**src/rtl/timer_pkg.sv**
```systemverilog
`timescale 1ns/1ps
package timer_pkg;

   typedef enum logic {
      ST_PAUSED  = 1'b0,
      ST_RUNNING = 1'b1
   } run_state_e;

   typedef struct packed {
      logic [3:0] tens;
      logic [3:0] units;
   } bcd2_t;

   // One step down in BCD; 00 reloads the preset value
   function automatic bcd2_t bcd_step_down(bcd2_t cur, bcd2_t preset);
      bcd2_t nxt;
      if (cur.tens == 4'd0 && cur.units == 4'd0) begin
         nxt = preset;
      end else if (cur.units == 4'd0) begin
         nxt.tens  = cur.tens - 4'd1;
         nxt.units = 4'd9;
      end else begin
         nxt.tens  = cur.tens;
         nxt.units = cur.units - 4'd1;
      end
      return nxt;
   endfunction

endpackage

```
**src/rtl/tick_prescaler.sv**
```systemverilog
`timescale 1ns/1ps
module tick_prescaler #(
   parameter int unsigned DIV = 250_000_000
) (
   input  logic clk,
   input  logic rst,
   input  logic en,
   output logic tick
);
   localparam int unsigned CW = $clog2(DIV);
   localparam logic [CW-1:0] LAST = CW'(DIV - 1);

   generate
      if (DIV < 2) begin : g_bad_div
         $error("tick_prescaler: DIV must be at least 2");
      end
   endgenerate

   logic [CW-1:0] phase_q;

   always_ff @(posedge clk) begin
      if (rst) begin
         phase_q <= '0;
      end else if (en) begin
         phase_q <= (phase_q == LAST) ? '0 : phase_q + 1'b1;
      end
   end

   assign tick = en && (phase_q == LAST);


   paused_phase_hold_chk: assert property (@(posedge clk) disable iff (rst)
      !en |=> $stable(phase_q));


   phase_range_chk: assert property (@(posedge clk) disable iff (rst)
      phase_q <= LAST);

endmodule

```
**src/rtl/runpause_fsm.sv**
```systemverilog
`timescale 1ns/1ps
module runpause_fsm
   import timer_pkg::*;
(
   input  logic       clk,
   input  logic       rst,
   input  logic       toggle,
   output run_state_e state_o
);
   run_state_e state_q, state_d;

   always_comb begin
      state_d = state_q;
      if (toggle) begin
         unique case (state_q)
            ST_PAUSED:  state_d = ST_RUNNING;
            ST_RUNNING: state_d = ST_PAUSED;
            default:    state_d = ST_PAUSED;
         endcase
      end
   end

   always_ff @(posedge clk) begin
      if (rst) state_q <= ST_PAUSED;
      else     state_q <= state_d;
   end

   assign state_o = state_q;


   toggle_flip_chk: assert property (@(posedge clk) disable iff (rst)
      toggle |=> (state_q != $past(state_q)));


   no_toggle_hold_chk: assert property (@(posedge clk) disable iff (rst)
      !toggle |=> $stable(state_q));

endmodule

```
**src/rtl/bcd_down_counter.sv**
```systemverilog
`timescale 1ns/1ps
module bcd_down_counter
   import timer_pkg::*;
#(
   parameter int unsigned PRESET_TENS  = 3,
   parameter int unsigned PRESET_UNITS = 0
) (
   input  logic       clk,
   input  logic       rst,
   input  logic       step,
   output logic [3:0] tens,
   output logic [3:0] units,
   output logic       at_zero
);
   localparam bcd2_t PRESET = '{tens: 4'(PRESET_TENS), units: 4'(PRESET_UNITS)};

   generate
      if (PRESET_TENS > 9 || PRESET_UNITS > 9) begin : g_bad_digit
         $error("bcd_down_counter: preset digits must be 0..9");
      end
      if (PRESET_TENS == 0 && PRESET_UNITS == 0) begin : g_bad_zero
         $error("bcd_down_counter: preset must be nonzero");
      end
   endgenerate

   bcd2_t cnt_q, cnt_d;
   logic  zero_q;

   always_comb begin
      cnt_d = cnt_q;
      if (step) cnt_d = bcd_step_down(cnt_q, PRESET);
   end

   always_ff @(posedge clk) begin
      if (rst) begin
         cnt_q  <= PRESET;
         zero_q <= 1'b0;
      end else begin
         cnt_q  <= cnt_d;
         zero_q <= (cnt_d.tens == 4'd0) && (cnt_d.units == 4'd0);
      end
   end

   assign tens    = cnt_q.tens;
   assign units   = cnt_q.units;
   assign at_zero = zero_q;


   units_range_chk: assert property (@(posedge clk) disable iff (rst)
      cnt_q.units <= 4'd9);


   tens_range_chk: assert property (@(posedge clk) disable iff (rst)
      cnt_q.tens <= PRESET.tens);


   borrow_chk: assert property (@(posedge clk) disable iff (rst)
      (step && cnt_q.units == 4'd0 && cnt_q.tens != 4'd0) |=>
         (cnt_q.units == 4'd9 && cnt_q.tens == $past(cnt_q.tens) - 4'd1));


   wrap_chk: assert property (@(posedge clk) disable iff (rst)
      (step && cnt_q.units == 4'd0 && cnt_q.tens == 4'd0) |=> (cnt_q == PRESET));


   hold_between_steps_chk: assert property (@(posedge clk) disable iff (rst)
      !step |=> $stable(cnt_q));


   zero_flag_match_chk: assert property (@(posedge clk) disable iff (rst)
      zero_q == (cnt_q.tens == 4'd0 && cnt_q.units == 4'd0));

endmodule

```
**src/rtl/pause_countdown_timer.sv**
```systemverilog
`timescale 1ns/1ps
module pause_countdown_timer
   import timer_pkg::*;
#(
   parameter int unsigned TICK_DIV     = 250_000_000,
   parameter int unsigned PRESET_TENS  = 3,
   parameter int unsigned PRESET_UNITS = 0,
   parameter int unsigned LED_COUNT    = 16
) (
   input  logic                 clk,
   input  logic                 rst,
   input  logic                 toggle_pulse,
   output logic [3:0]           count_tens,
   output logic [3:0]           count_units,
   output logic                 run_led,
   output logic [LED_COUNT-1:0] zero_leds
);
   generate
      if (LED_COUNT < 1) begin : g_bad_leds
         $error("pause_countdown_timer: LED_COUNT must be at least 1");
      end
   endgenerate

   run_state_e state;
   logic       running;
   logic       sec_tick;
   logic       zero_flag;

   runpause_fsm u_fsm (
      .clk     (clk),
      .rst     (rst),
      .toggle  (toggle_pulse),
      .state_o (state)
   );

   assign running = (state == ST_RUNNING);

   tick_prescaler #(.DIV(TICK_DIV)) u_prescaler (
      .clk  (clk),
      .rst  (rst),
      .en   (running),
      .tick (sec_tick)
   );

   bcd_down_counter #(
      .PRESET_TENS  (PRESET_TENS),
      .PRESET_UNITS (PRESET_UNITS)
   ) u_counter (
      .clk     (clk),
      .rst     (rst),
      .step    (sec_tick),
      .tens    (count_tens),
      .units   (count_units),
      .at_zero (zero_flag)
   );

   assign run_led = running;

   genvar gi;
   generate
      for (gi = 0; gi < LED_COUNT; gi++) begin : g_led
         assign zero_leds[gi] = zero_flag;
      end
   endgenerate


   reset_values_chk: assert property (@(posedge clk)
      rst |=> (count_tens == 4'(PRESET_TENS) && count_units == 4'(PRESET_UNITS)
               && !run_led && zero_leds == '0));


   paused_no_step_chk: assert property (@(posedge clk) disable iff (rst)
      !running |-> !sec_tick);

endmodule

```
**config.mk**
```make
export PLATFORM = sky130hd
export DESIGN_NAME = pause_countdown_timer
export DESIGN_NICKNAME = d
export VERILOG_FILES = /design/src/rtl/timer_pkg.sv /design/src/rtl/tick_prescaler.sv /design/src/rtl/runpause_fsm.sv /design/src/rtl/bcd_down_counter.sv /design/src/rtl/pause_countdown_timer.sv
export SDC_FILE = /design/constraint.sdc
export NUM_CORES = 1
export LEC_CHECK = 0
export BUFFER_PORTS_ARGS = -buffer_cell sky130_fd_sc_hd__buf_2
export CORE_MARGIN = 3
export CORE_UTILIZATION = 30
export CTS_CLUSTER_SIZE = 14
export DETAILED_ROUTE_END_ITERATION = 8
export PLACE_DENSITY = 0.57
export SLEW_MARGIN = 25
export SYNTH_ARGS = -nofsm -noshare
export SYNTH_HDL_FRONTEND = slang
export SYNTH_SLANG_ARGS = --single-unit
```
**constraint.sdc**
```tcl
create_clock -name clk -period 2.15 [get_ports clk]
set_input_delay 0.215 -clock clk [delete_from_list [all_inputs] [get_ports clk]]
set_output_delay 0.215 -clock clk [all_outputs]
set_load 0.02 [all_outputs]
```
==> flow_summary_export.csv <==
group,metric,value,unit
detailed_routing,vias,1641,
detailed_routing,vias_per_cell,4.65,
grt,use_met1,15.9,%
critical_path,path_class,"reg2reg",
synth,synthFlopType,"dfxtp_1",
critical_path,critPathArrivalTime,2260,ps
synth,yosys_warnings,0,
placed_design,port_buffers,27,
detailed_routing,dr.pass1.iters,4,
grt,use_met2,16.7,%
placed_design,routabilityCongestion,0.789,
finish,drive_gt1_share,30.8,%
pwr,ir_worst_vdd,0.193,mV
synth,synth_area,0.00204,mm2
grt,grt_pass1_wl,6.96,mm
clocking,cts-hold-fix-buffers,0,
sta,rsz0062_at_grt,"yes",
clocking,htree_levels,2,
detailed_routing,drt-initial-drc-count,78,
detailed_routing,final_antenna_net_count,0,
sta,setup_viol,0,
synth,seq_area_frac_synth,37.3,%
sta,slew_violations,0,
die,die_y,88.5,um
die,num_rows,29,
sta,setup_ws,97.8,ps
hold_path,hp-class,"in2reg",
synth,synth-seq-cells,38,
finish,n_antenna_cell,0,
synth,async_reset_ff_share,0,%
clocking,cts_buffers,5,
die,core_area,0.00646,mm2
synth,synth_edf_count,0,
grt,use_met3,3.35,%
detailed_routing,drc,0,
sta,worstMarginPinSlew,351,ps
job,drv_cap,0,
sta,fin_crit,2050,ps
critical_path,required,2360,ps
die,ios,28,
pwr,p_leak,1.04,nW
clocking,cts_tree,"done",
placed_design,pre_cts_ws,52.2,ps
sta,finClkSkew,6.84,ps
critical_path,worstSetupEndpointType,"register",
detailed_routing,wl,4.13,mm
placed_design,dpl.hpwl,3.07,mm
die,initial_core_util,31.6,%
sta,finalHoldViolations,0,
critical_path,crit_path_start_kind,"register",
sta,final.period_utilization,95.5,%
sta,relSlewSlack,76.4,%
die,die_w,88.5,um
grt,grt_busiest_layer,"met2",
grt,track_usage,11.6,%
status,outcome,"completed",
grt,antenna_found_initial,0,
die,die_area,0.00782,mm2
clocking,cts_buffer_depth,2,
finish,fin_nets,284,
pwr,p_per_area,486,mW/mm2
finish,area_growth_syn_to_layout,22.2,%
grt,grt_overflow,0,
critical_path,crit_fanout,5,
sta,fmax,487,MHz
clocking,clk_pin_slew,70,ps
clocking,clockRootBuffer,"clkbuf_8",
clocking,clkLatencyLatePin,290,ps
synth,synth_cell_type_count,44,
synth,syn_area_per_cell,8.75,um2
grt,grt_max_degree,27,
synth,synthCells,233,
synth,synth_nets,241,
detailed_routing,post_drt_wl_per_cell,11.7,um
clocking,clock-sinks,38,
finish,final_util,38.6,%
grt,first_global_vias,1438,
-- cells by family (layout without fill, tap and decap cells) --
group | count (synthesis) | after routing | share of synthesized area [%]
AND/OR/NAND/NOR | 117 | 117 | 32.9
XOR/XNOR | 25 | 25 | 10.7
flip-flops | 38 | 38 | 37.3
adder cells (fa/ha/maj) | 5 | 5 | 3.07
multiplexers | 6 | 6 | 3.01
AO/OA/AOI/OAI | 14 | 14 | 4.30
buffers and inverters | 28 | 71 | 8.65
-- registers in the layout, summed over array words and instances, names as in the netlist --
name and cells:
u_counter.tens 4, u_counter.units 4, u_fsm.state_o 1, u_prescaler.phase_q 28
u_counter.at_zero 1
-- layer usage --
metal,up-vias,routed length [um]
met5,-,0
met4,0,76
met3,4,122
met2,21,1830
met1,747,2100
li1,869,-
-- area by class of cell --
type                       count  area [um2]
tap                           77        96.3
inverter                       7        26.3
sequential                    38         761
clock buffer                   7        76.3
multi-input combinational    167        1160
fill                         674        3970
timing repair buffer          57         373
-- power by group --
group	internal, W	switching [W]
clock	0.000223	0.000231
combinational	0.0000183	0.0000223
sequential	0.000710	0.00000719
-- worst max-delay path: stages, from the launching register on --
cell and delay (ps):
dfxtp_1 400, and4_2 290, nand4_1 180, nor3_2 240, mux2i_1 250, or3b_1 380, nor4_2 230
-- worst paths after layout --
kind | from | endpoint | slack [ps] | cells after the start
setup reg to reg | u_prescaler.phase_q[23] | u_counter.at_zero | 100 | 6
hold / removal | toggle_pulse | u_fsm.state_o | 170 | 3
setup / recovery | u_prescaler.phase_q[23] | u_counter.at_zero | 100 | 6
hold reg to reg | u_prescaler.phase_q[26] | u_prescaler.phase_q[26] | 510 | 2
-- stage by stage --
stage / total power [W] / hold slack, ps / cell area [um2] / setup TNS (ps) / cells
global placement: 0.000773 / 458 / 2330 / 0 / 342
finish: 0.00121 / 166 / 2490 / 0 / 353
floorplan: 0.000762 / 352 / 2040 / 0 / 233
CTS: 0.00123 / 158 / 2410 / 0 / 349
detailed placement: 0.000774 / 464 / 2330 / 0 / 342
global route: 0.00127 / 185 / 2490 / -77.2 / 353
-- synth_stat cells (2+ instances only) --
| master | number | area [um2] |
|---|---|---|
| a21oi_1 | 4 | 20.0 |
| and3_1 | 5 | 31.3 |
| and4_2 | 4 | 40.0 |
| buf_2 | 3 | 15.0 |
| buf_4 | 16 | 120 |
| dfxtp_1 | 38 | 761 |
| ha_1 | 5 | 62.6 |
| inv_1 | 7 | 26.3 |
| mux2i_1 | 5 | 50.1 |
| nand2_1 | 13 | 48.8 |
| nand3_1 | 9 | 45.0 |
| nand4_1 | 10 | 62.6 |
| nor2_1 | 43 | 161 |
| nor3_1 | 7 | 35.0 |
| nor3b_1 | 4 | 30.0 |
| nor4_2 | 2 | 25.0 |
| nor4bb_1 | 2 | 20.0 |
| o21ai_0 | 4 | 20.0 |
| or2_2 | 2 | 12.5 |
| or3_1 | 3 | 18.8 |
| xnor2_1 | 13 | 114 |
| xor2_1 | 12 | 105 |
-- what timing repair did --
action                                 CTS  global route
resized for setup                        0             8
setup endpoints to repair                0            27
endpoints found under the hold margin    0             0
buffers inserted                         0             4
-- layout by cell type, fill, tap and decap left out, drive strengths merged, types with 4 or more instances in the layout --
master  instances
a21oi           5
and3            5
and4            5
buf            57
clkbuf          7
dfxtp          38
ha              5
inv             7
mux2i           5
nand2          13
nand3           9
nand4          11
nor2           43
nor3            7
nor3b           4
nor4            4
o21ai           4
xnor2          13
xor2           12
No activity file was read; power rests on OpenSTA's default activity.
